**config.mk**
```make
export PLATFORM = sky130hd
export DESIGN_NAME = burst_deframer
export DESIGN_NICKNAME = d
export VERILOG_FILES = /design/src/rtl/bdf_pkg.sv /design/src/rtl/bdf_ham74.sv /design/src/rtl/bdf_golay2008.sv /design/src/rtl/bdf_sync_match.sv /design/src/rtl/burst_deframer.sv
export SDC_FILE = /design/constraint.sdc
export NUM_CORES = 1
export LEC_CHECK = 0
export BUFFER_PORTS_ARGS = -buffer_cell sky130_fd_sc_hd__buf_4
export CORE_UTILIZATION = 52
export CTS_CLUSTER_DIAMETER = 60
export DETAILED_ROUTE_END_ITERATION = 7
export GPL_TIMING_DRIVEN = 1
export PLACE_DENSITY = 0.84
export SETUP_SLACK_MARGIN = 0.15
export SLEW_MARGIN = 20
export SYNTH_ARGS = -nofsm -noshare
export SYNTH_HDL_FRONTEND = slang
export SYNTH_SLANG_ARGS = --single-unit
```
**constraint.sdc**
```tcl
create_clock -name clk -period 5.3 [get_ports clk]
set_clock_uncertainty 0.05 [all_clocks]
set_input_delay 1.06 -clock clk [delete_from_list [all_inputs] [get_ports clk]]
set_output_delay 1.06 -clock clk [all_outputs]
set_load 0.05 [all_outputs]
```
**src/rtl/bdf_pkg.sv**
```systemverilog
package bdf_pkg;
  localparam int unsigned HDR_END   = 12;
  localparam int unsigned P1_END    = 61;
  localparam int unsigned ST1_END   = 66;
  localparam int unsigned SYNC_END  = 90;
  localparam int unsigned ST2_END   = 95;
  localparam int unsigned BURST_LEN = 144;
  localparam int unsigned HDR_BITS  = 2 * HDR_END;
  localparam int unsigned PAY_BITS  = 2 * (P1_END - HDR_END) + 2 * (BURST_LEN - ST2_END);
  localparam int unsigned ST_BITS   = 2 * (ST1_END - P1_END) + 2 * (ST2_END - SYNC_END);
  localparam int unsigned SYNC_W    = SYNC_END - ST1_END;
  localparam logic [10:0] GOLAY_POLY = 11'h475;

  typedef enum logic [1:0] {
    SYNC_NONE = 2'd0,
    SYNC_BASE = 2'd1,
    SYNC_DIR0 = 2'd2,
    SYNC_DIR1 = 2'd3
  } sync_class_e;

  localparam logic [4:0] HDR_POS [HDR_BITS] = '{
    5'd0, 5'd7, 5'd8, 5'd9, 5'd1, 5'd10, 5'd11, 5'd12, 5'd2, 5'd13, 5'd14, 5'd15,
    5'd3, 5'd16, 5'd4, 5'd17, 5'd18, 5'd19, 5'd5, 5'd20, 5'd21, 5'd22, 5'd6, 5'd23
  };

  // check bits {remainder[10:0], even parity} for a data byte
  function automatic logic [11:0] golay_check(input logic [7:0] d);
    logic [10:0] r;
    logic fb;
    r = '0;
    for (int i = 7; i >= 0; i--) begin
      fb = d[i] ^ r[10];
      r  = {r[9:0], 1'b0};
      if (fb) r = r ^ GOLAY_POLY;
    end
    return {r, ^{d, r}};
  endfunction

  // syndrome produced by a single error at codeword bit i
  function automatic logic [11:0] golay_col(input int i);
    logic [19:0] e;
    e = 20'd1 << i;
    return golay_check(e[19:12]) ^ e[11:0];
  endfunction
endpackage

```
**src/rtl/bdf_ham74.sv**
```systemverilog
module bdf_ham74 #(
  parameter bit HDR_CORRECT = 1'b1,
  parameter int SEL         = 1
) (
  input  logic [6:0] acc_i,
  output logic       bit_o,
  output logic       err_o
);
  logic [2:0] syn;
  logic [2:0] col;

  assign syn = {acc_i[6] ^ acc_i[0] ^ acc_i[1] ^ acc_i[3],
                acc_i[5] ^ acc_i[1] ^ acc_i[2] ^ acc_i[3],
                acc_i[4] ^ acc_i[0] ^ acc_i[1] ^ acc_i[2]};

  always_comb begin
    case (SEL)
      0:       col = 3'b101;
      1:       col = 3'b111;
      2:       col = 3'b011;
      default: col = 3'b110;
    endcase
  end

  generate
    if (HDR_CORRECT) begin : g_fix
      assign bit_o = acc_i[SEL] ^ (syn == col);
      assign err_o = 1'b0;
    end else begin : g_detect
      assign bit_o = acc_i[SEL];
      assign err_o = |syn;
    end
  endgenerate
endmodule

```
**src/rtl/bdf_golay2008.sv**
```systemverilog
module bdf_golay2008
  import bdf_pkg::*;
(
  input  logic [19:0] cw_i,
  output logic [7:0]  data_o,
  output logic        err_o
);
  logic [11:0] syn;
  logic [19:0] fix;
  logic        hit;

  assign syn = golay_check(cw_i[19:12]) ^ cw_i[11:0];

  // weight-1 and weight-2 error patterns have unique syndromes
  always_comb begin
    fix = '0;
    hit = (syn == 12'd0);
    for (int i = 0; i < 20; i++) begin
      if (golay_col(i) == syn) begin
        fix = fix | (20'd1 << i);
        hit = 1'b1;
      end
      for (int j = i + 1; j < 20; j++) begin
        if ((golay_col(i) ^ golay_col(j)) == syn) begin
          fix = fix | (20'd1 << i) | (20'd1 << j);
          hit = 1'b1;
        end
      end
    end
  end

  assign data_o = cw_i[19:12] ^ fix[19:12];
  assign err_o  = ~hit;
endmodule

```
**src/rtl/bdf_sync_match.sv**
```systemverilog
module bdf_sync_match
  import bdf_pkg::*;
#(
  parameter int W = 24
) (
  input  logic [W-1:0] sgn_i,
  input  logic [W-1:0] pat_bs_i,
  input  logic [W-1:0] pat_dm1_i,
  input  logic [W-1:0] pat_dm2_i,
  output sync_class_e  cls_o
);
  always_comb begin
    if (sgn_i == pat_bs_i)       cls_o = SYNC_BASE;
    else if (sgn_i == pat_dm1_i) cls_o = SYNC_DIR0;
    else if (sgn_i == pat_dm2_i) cls_o = SYNC_DIR1;
    else                         cls_o = SYNC_NONE;
  end
endmodule

```
**src/rtl/burst_deframer.sv**
```systemverilog
module burst_deframer
  import bdf_pkg::*;
#(
  parameter bit HDR_CORRECT = 1'b1
) (
  input  logic         clk,
  input  logic         rst,
  input  logic         start_i,
  input  logic         valid_i,
  input  logic [1:0]   dibit_i,
  input  logic         invert_i,
  input  logic         mobile_i,
  input  logic [23:0]  pat_bs_i,
  input  logic [23:0]  pat_dm1_i,
  input  logic [23:0]  pat_dm2_i,
  output logic         done_o,
  output logic         hdr_err_o,
  output logic         st_err_o,
  output logic         fail_o,
  output logic         slot_o,
  output logic [3:0]   color_o,
  output logic [3:0]   burst_s0_o,
  output logic [3:0]   burst_s1_o,
  output logic [1:0]   sync_class_o,
  output logic [23:0]  hdr_o,
  output logic [195:0] payload_o
);
  localparam int CW = $clog2(BURST_LEN);

  logic                active_q, fin_q;
  logic [CW-1:0]       cnt_q;
  logic [HDR_BITS-1:0] hdr_q;
  logic [PAY_BITS-1:0] pay_q;
  logic [ST_BITS-1:0]  cw_q;
  logic [SYNC_W-1:0]   sgn_q;
  logic [1:0]          dib;
  logic                take;
  logic [CW-1:0]       pidx;
  logic                in_hdr, in_pay, in_st, in_sync;

  assign dib  = dibit_i ^ {invert_i, 1'b0};
  assign take = active_q && valid_i && !start_i;

  assign in_hdr  = cnt_q < CW'(HDR_END);
  assign in_pay  = (!in_hdr && cnt_q < CW'(P1_END)) || cnt_q >= CW'(ST2_END);
  assign in_st   = (cnt_q >= CW'(P1_END) && cnt_q < CW'(ST1_END)) ||
                   (cnt_q >= CW'(SYNC_END) && cnt_q < CW'(ST2_END));
  assign in_sync = cnt_q >= CW'(ST1_END) && cnt_q < CW'(SYNC_END);

  always_comb begin
    if (cnt_q < CW'(P1_END)) pidx = CW'((cnt_q - CW'(HDR_END)) << 1);
    else                     pidx = CW'(((cnt_q - CW'(ST2_END)) << 1) + CW'(PAY_BITS / 2));
  end

  // framing counter
  always_ff @(posedge clk) begin
    if (rst) begin
      active_q <= 1'b0;
      cnt_q    <= '0;
      fin_q    <= 1'b0;
    end else begin
      fin_q <= 1'b0;
      if (start_i) begin
        active_q <= 1'b1;
        cnt_q    <= '0;
      end else if (take) begin
        if (cnt_q == CW'(BURST_LEN - 1)) begin
          active_q <= 1'b0;
          fin_q    <= 1'b1;
          cnt_q    <= '0;
        end else begin
          cnt_q <= cnt_q + 1'b1;
        end
      end
    end
  end

  // field capture
  always_ff @(posedge clk) begin
    if (take) begin
      if (in_hdr) begin
        hdr_q[HDR_POS[{cnt_q[3:0], 1'b0}]] <= dib[1];
        hdr_q[HDR_POS[{cnt_q[3:0], 1'b1}]] <= dib[0];
      end
      if (in_pay) begin
        pay_q[pidx]         <= dib[1];
        pay_q[pidx | CW'(1)] <= dib[0];
      end
      if (in_st)   cw_q  <= {cw_q[ST_BITS-3:0], dib};
      if (in_sync) sgn_q <= {sgn_q[SYNC_W-2:0], dib[1]};
    end
  end

  logic        acc_slot, hdr_err;
  logic [7:0]  st_data;
  logic        st_err;
  sync_class_e cls;
  logic        slot_n;

  bdf_ham74 #(.HDR_CORRECT(HDR_CORRECT), .SEL(1)) u_ham (
    .acc_i (hdr_q[6:0]),
    .bit_o (acc_slot),
    .err_o (hdr_err)
  );

  bdf_golay2008 u_golay (
    .cw_i   (cw_q),
    .data_o (st_data),
    .err_o  (st_err)
  );

  bdf_sync_match #(.W(SYNC_W)) u_sync (
    .sgn_i     (sgn_q),
    .pat_bs_i  (pat_bs_i),
    .pat_dm1_i (pat_dm1_i),
    .pat_dm2_i (pat_dm2_i),
    .cls_o     (cls)
  );

  always_comb begin
    if (cls == SYNC_DIR0)      slot_n = 1'b0;
    else if (cls == SYNC_DIR1) slot_n = 1'b1;
    else if (mobile_i)         slot_n = 1'b0;
    else                       slot_n = acc_slot;
  end

  // registered results
  always_ff @(posedge clk) begin
    if (rst) begin
      done_o       <= 1'b0;
      hdr_err_o    <= 1'b0;
      st_err_o     <= 1'b0;
      fail_o       <= 1'b0;
      slot_o       <= 1'b0;
      color_o      <= '0;
      burst_s0_o   <= '0;
      burst_s1_o   <= '0;
      sync_class_o <= '0;
      hdr_o        <= '0;
      payload_o    <= '0;
    end else begin
      done_o <= fin_q;
      fail_o <= fin_q && (hdr_err || st_err);
      if (fin_q) begin
        hdr_err_o    <= hdr_err;
        st_err_o     <= st_err;
        sync_class_o <= cls;
        hdr_o        <= hdr_q;
        payload_o    <= pay_q;
        if (!hdr_err) slot_o <= slot_n;
        if (!hdr_err && !st_err) begin
          color_o <= st_data[7:4];
          if (slot_n) burst_s1_o <= st_data[3:0];
          else        burst_s0_o <= st_data[3:0];
        end
      end
    end
  end
endmodule

```
* Yosys cells after proc, flatten, opt, wreduce, memory -nomap -nowiden
Memories as Yosys holds them, arrays and structs flattened.
Cells that the tools add are included.
** Storage, ports and cells
- Memory bits (read-only) :: 320
- Input port bits :: 80
- Memories :: 2
- Register bits after elaboration :: 513
- Logic and storage cells :: 854
** Memory list
- (name not given) :: words 32, bits a word 5, rd ports 1, clocked after memory_dff 0, wr ports 0, RTL line burst_deframer.sv:83 : hdr_q[HDR_POS[{cnt_q[3:0], 1'b1}]] <= dib[0];
- (name not given) :: words 32, bits a word 5, rd ports 1, clocked after memory_dff 0, wr ports 0, RTL line burst_deframer.sv:82 : hdr_q[HDR_POS[{cnt_q[3:0], 1'b0}]] <= dib[1];
** Operators by class
- Equal/unequal tests :: 222
- Add/subtract/negate cells :: 4
- Bitwise gates (word level) :: 30
- Reductions and logical operators :: 30
- Magnitude comparators :: 19
- Multiplexer cells :: 529
** Operators by type and width (count)
- $eq A12 B12 Y1 const A :: 90
- $mux W196 :: 4
- $mux W20 :: 22
- $eq A10 B12 Y1 const A :: 34
- $eq A11 B12 Y1 const A :: 34
- $bwmux W196 :: 2
- $mux W19 :: 19
- $mux W18 :: 18
- $mux W17 :: 17
- $mux W16 :: 16
- $mux W1 :: 247
- $mux W15 :: 15
- $mux W11 :: 19
- $mux W14 :: 14
- $mux W13 :: 13
- $eq A9 B12 Y1 const A :: 13
- $mux W12 :: 12
- $mux W24 :: 6
- $mux W8 :: 18
- $eq A8 B12 Y1 const A :: 10
- $mux W4 :: 27
- $mux W10 :: 10
- $eq A7 B12 Y1 const A :: 8
- $mux W9 :: 9
- 51 further kinds :: 157

* Logic depth before layout (Yosys ltp)
- Depth after elaboration :: 238
- Mapped depth :: 14

* By module
A second synthesis with hierarchy kept.
** Second synthesis, totals
- Cells, all modules :: 2211
- Area total of the unflattened synthesis :: 24274.5 µm²
** By module, submodules not included
- burst_deframer :: cells each 1663, area each 20270.7 µm², times used 1
- bdf_golay2008 :: cells each 425, area each 3007.9 µm², times used 1
- bdf_sync_match :: cells each 99, area each 805.8 µm², times used 1
- bdf_ham74 :: cells each 24, area each 190.2 µm², times used 1

* Least setup slack after synthesis
No wires, ideal clock.
- Kind :: input-to-reg
- Start :: input invert_i
- End :: register hdr_q[18], data pin
- Path slack :: 0.294 ns
- Buffers on the path :: 0
- Cell stages on the path :: 3
- Required time :: 5.060 ns
- Library setup time :: 0.190 ns
- Arrival :: 4.765 ns
- Cells stage by stage :: xor2_1 nand2_1 o32ai_1
** On the way
- Word-level cells in the longest chain between the ends :: 5
** Ends and longest elaborated chain
- start, declared :: RTL line burst_deframer.sv:11 : input logic invert_i,
- $xor A2 B2 Y2 :: RTL line burst_deframer.sv:41 : assign dib = dibit_i ^ {invert_i, 1'b0};
- $bwmux W24 :: RTL line burst_deframer.sv:82
- $bwmux W24 :: RTL line burst_deframer.sv:83
- $mux W24 :: RTL line burst_deframer.sv:81 : if (in_hdr) begin
- $mux W24 :: RTL line burst_deframer.sv:80 : if (take) begin
- end, declared :: RTL line burst_deframer.sv:32 : logic [HDR_BITS-1:0] hdr_q;
Every way passes these cells. The select of a mux whose other input is x is not followed.
A chain may end at the register's enable or synchronous reset.

* Worst setup path after layout
- Start :: register cw_q[17]
- End :: register burst_s0_o[2]
** On the way
- Word-level cells in the longest chain between the ends :: 227
- Elaborated cells on any way between the ends :: 557
- Those cells by class :: eq/ne (210); mux (330); bitwise (13); reduce/logical (4)
** Ends and longest elaborated chain
- start, declared :: RTL line burst_deframer.sv:34 : logic [ST_BITS-1:0] cw_q;
- start signal, assigned :: RTL line burst_deframer.sv:89 : if (in_st) cw_q <= {cw_q[ST_BITS-3:0], dib};
- $xor A1 B1 Y1 :: RTL line bdf_pkg.sv:32 : fb = d[i] ^ r[10];
- $mux W11 :: RTL line bdf_pkg.sv:34 : if (fb) r = r ^ GOLAY_POLY;
- $xor A1 B1 Y1 :: RTL line bdf_pkg.sv:32
- $mux W11 :: RTL line bdf_pkg.sv:34
- $xor A1 B1 Y1 :: RTL line bdf_pkg.sv:32
- $mux W11 :: RTL line bdf_pkg.sv:34
- $xor A1 B1 Y1 :: RTL line bdf_pkg.sv:32
- $mux W11 :: RTL line bdf_pkg.sv:34
- (+208 left out)
- $mux W1 (3 in series) :: RTL line bdf_golay2008.sv:24 : if ((golay_col(i) ^ golay_col(j)) == syn) begin
- $mux W1 :: RTL line bdf_golay2008.sv:19 : if (golay_col(i) == syn) begin
- $mux W1 (2 in series) :: RTL line bdf_golay2008.sv:24
- $mux W1 :: RTL line bdf_golay2008.sv:19
- $mux W1 :: RTL line bdf_golay2008.sv:24
- $mux W1 :: RTL line bdf_golay2008.sv:19
- $reduce_bool A2 Y1 (no source line)
- $reduce_and A3 Y1 (no source line)
- end signal, assigned :: RTL line burst_deframer.sv:154 : else burst_s0_o <= st_data[3:0];
- end, declared :: RTL line burst_deframer.sv:22 : output logic [3:0] burst_s0_o,
Every way passes the cells marked *; elsewhere a longest branch is shown, timed or not. The select of a mux whose other input is x is not followed.

==> impl_metrics.json <==
{
  "status": "complete, no violations",
  "ys.warnings.count": 0,
  "p_per_area_nw_per_um2": 286,
  "clockBufferDepth": 3,
  "p_leak_nw": 9.73,
  "regToRegSetupSlack_ps": 470,
  "crit_end": "burst_s0_o[2]$_SDFFE_PP0P_",
  "post_cts_buffers": 0,
  "synth_flop_cell": "edfxtp_1",
  "synth_largest_area_cell": "edfxtp_1",
  "clk_pin_slew_ps": 70,
  "synth_nets": 2276,
  "worst_pin_slew_ps": 1160,
  "max_clock_freq_ghz": 0.207,
  "worstPathMaxFanout": 8,
  "hpwl_um": 54300,
  "dieArea_sq_um": 45700,
  "area_delta_synth_final_pct": 20.8,
  "setup_viol": 0,
  "slew_headroom_pct": 22.2,
  "synth_edf_count": 264,
  "crit_type": "reg -> reg",
  "ioPinCount": 319,
  "arrival_ps": 5240,
  "grt_pass1_wl_um": 113000,
  "yosysMostFrequentCell": "nor2_1",
  "synthCells": 2188,
  "antenna_found_initial": 1,
  "num_vias": 19000,
  "grt_pass1_vias": 18100,
  "start_util_pct": 52.7,
  "r2r_start": "cw_q[17]$_DFFE_PP_",
  "syn_area_sq_um": 23300,
  "async_flop_share_pct": 0,
  "insertedDiodeCount": 0,
  "seq_area_sq_um": 12900,
  "slew_violations": 0,
  "seq_area_frac_synth_pct": 55.3,
  "synth_cell_type_count": 83,
  "multiInputGateArea_sq_um": 9850,
  "cts-htree-levels": 2,
  "cp-start-kind": "flip-flop",
  "track_usage_pct": 33.6,
  "cts_hold_buffers": 0,
  "hold_violations": 0,
  "drc": 0,
  "wl_per_cell_um": 25.3,
  "post_cts_resized": 0,
  "firstDrtPassIters": 6,
  "synth_top_cell_area_share_pct": 34.0,
  "drive_gt1_share_pct": 19.9,
  "numPortBuffers": 317,
  "grt_start_max_net_pins": 164,
  "cts_tree": "built",
  "fin_crit_ps": 4830,
  "setup_tns_ps": 0,
  "die_y_um": 214,
  "worstRegToRegCells": 10,
  "synth-seq-cells": 512,
  "cts_inserted_buffers": 52,
  "fillCellCount": 3326,
  "critPathCaptureType": "flip-flop",
  "via_per_inst": 6.11,
  "vdd_drop_max_mv": 0.311,
  "ctsRootBufferMaster": "clkbuf_16",
  "gp_congestion": 1.04,
  "r2r-end": "burst_s0_o[2]$_SDFFE_PP0P_",
  "finalCoreUtilization_pct": 63.7,
  "cts.sinks": 512,
  "required_ps": 5710,
  "die_w_um": 214,
  "finalNetCount": 2567,
  "drv_cap": 0,
  "rsz0062_at_grt": "no",
  "crit_start": "cw_q[17]$_DFFE_PP_",
  "grt_overflow": 0,
  "routed_wl_um": 78900,
  "postSynthAreaPerCell_sq_um": 10.6,
  "core_sq_um": 44200,
  "hold_class": "reg -> reg",
  "drt_iter0_drc": 2137,
  "netlist_top_cells_count": "nor2_1 (523), edfxtp_1 (264), dfxtp_1 (248)",
  "post-route-period-util_pct": 91.2,
  "ys_top_cells_by_area": "edfxtp_1 (34%), dfxtp_1 (21%), mux2i_1 (10%), nor2_1 (8.4%), xnor2_1 (2.6%)",
  "rows": 77,
  "ant_nets": 0,
  "clock_latency_ps": 630
}
[per-stage QoR]
stage | setup slack, ps | power (mW) | cells | hold slack, ps | cell area, sq um
after CTS | 355 | 8.07 | 3114 | 395 | 28100
after detailed placement | 419 | 4.43 | 3017 | 403 | 26400
final | 466 | 8.05 | 3114 | 396 | 28100
after floorplan | 294 | 4.34 | 2188 | 371 | 23300
after global routing | 348 | 8.23 | 3114 | 413 | 28100
after global placement | 300 | 4.43 | 3017 | 403 | 26400
[worst max-delay path: stages (launching register included)]
cell,delay (ps)
edfxtp_1,600
xnor3_1,610
xnor2_1,530
nor3_2,270
o21ai_1,640
o211ai_1,240
nor4_1,520
and3_1,280
and4_1,420
a21oi_2,170
mux2_1,340
[cells in the final DEF (no fill, tap or decap), types with 9 or more instances in the layout]
cell	synthesis	routed
a211oi_1	12	12
a21oi_1	43	42
a22oi_1	21	21
and2_1	11	11
and3_1	15	15
buf_4	8	380
clkbuf_1	93	12
clkbuf_16	0	52
clkinv_2	0	10
dfxtp_1	248	247
edfxtp_1	264	264
mux2i_1	239	239
nand2_1	118	118
nand2b_1	9	9
nand3_1	32	32
nand4_1	31	31
nor2_1	523	523
nor2b_1	16	16
nor3_1	40	37
nor4_1	41	39
o2111ai_1	13	13
o21ai_0	50	50
o22ai_1	21	21
o32ai_1	9	9
xnor2_1	69	66
xnor3_1	13	13
xor2_1	56	53
[registers in the layout, indices dropped and copies added (netlist names), 2 cells and up]
| name | flops |
|---|---|
| burst_s0_o | 4 |
| burst_s1_o | 4 |
| cnt_q | 8 |
| color_o | 4 |
| cw_q | 20 |
| hdr_o | 24 |
| hdr_q | 24 |
| pay_q | 196 |
| payload_o | 196 |
| sgn_q | 24 |
| sync_class_o | 2 |
[routing by layer]
layer | track usage, % | vias up | part of all wire, %
li1 | - | 8369 | -
met1 | 41.4 | 9224 | 38
met2 | 55.7 | 1163 | 48
met3 | 6.74 | 259 | 8.8
met4 | 17.7 | 2 | 5.7
met5 | 0 | - | 0.014
[worst min path at each step]
stage                                              to  slack (ps)  depth (start not counted)                  startpoint
after floorplan                    cw_q[14]$_DFFE_PP_         370                          0          cw_q[12]$_DFFE_PP_
after global placement     burst_s0_o[3]$_SDFFE_PP0P_         400                          2  burst_s0_o[3]$_SDFFE_PP0P_
after detailed placement      color_o[2]$_SDFFE_PP0P_         400                          2     color_o[2]$_SDFFE_PP0P_
after CTS                 payload_o[137]$_SDFFE_PP0P_         390                          2        pay_q[137]$_DFFE_PP_
after global routing      payload_o[137]$_SDFFE_PP0P_         410                          2        pay_q[137]$_DFFE_PP_
final                     payload_o[137]$_SDFFE_PP0P_         400                          2        pay_q[137]$_DFFE_PP_
[layout make-up]
class | count | share of cell area (%)
clock buffer | 68 | 4.98
clock inverter | 29 | 1.12
inverter | 10 | 0.133
multi-input combinational | 1520 | 35.0
sequential | 512 | 45.8
tap | 592 | 2.63
timing repair buffer | 383 | 10.3
[kinds of logic after synthesis]
kind of cell | after synthesis | synth area share (%)
multiplexers | 246 | 10.6
other | 1 | 0.0161
XOR/XNOR | 152 | 7.28
buffers and inverters | 156 | 2.78
AO/OA/AOI/OAI | 248 | 7.34
flip-flops | 512 | 55.3
adder cells (fa/ha/maj) | 10 | 0.516
AND/OR/NAND/NOR | 863 | 16.1
[report_power, final]
group          leakage [nW]  total [mW]  internal, mW  switching (mW)
Clock                 0.844        3.69          2.09            1.61
Sequential             4.17        4.16          4.15         0.00315
Combinational          4.72       0.196        0.0689           0.127
No activity file was read; power rests on OpenSTA's default activity.
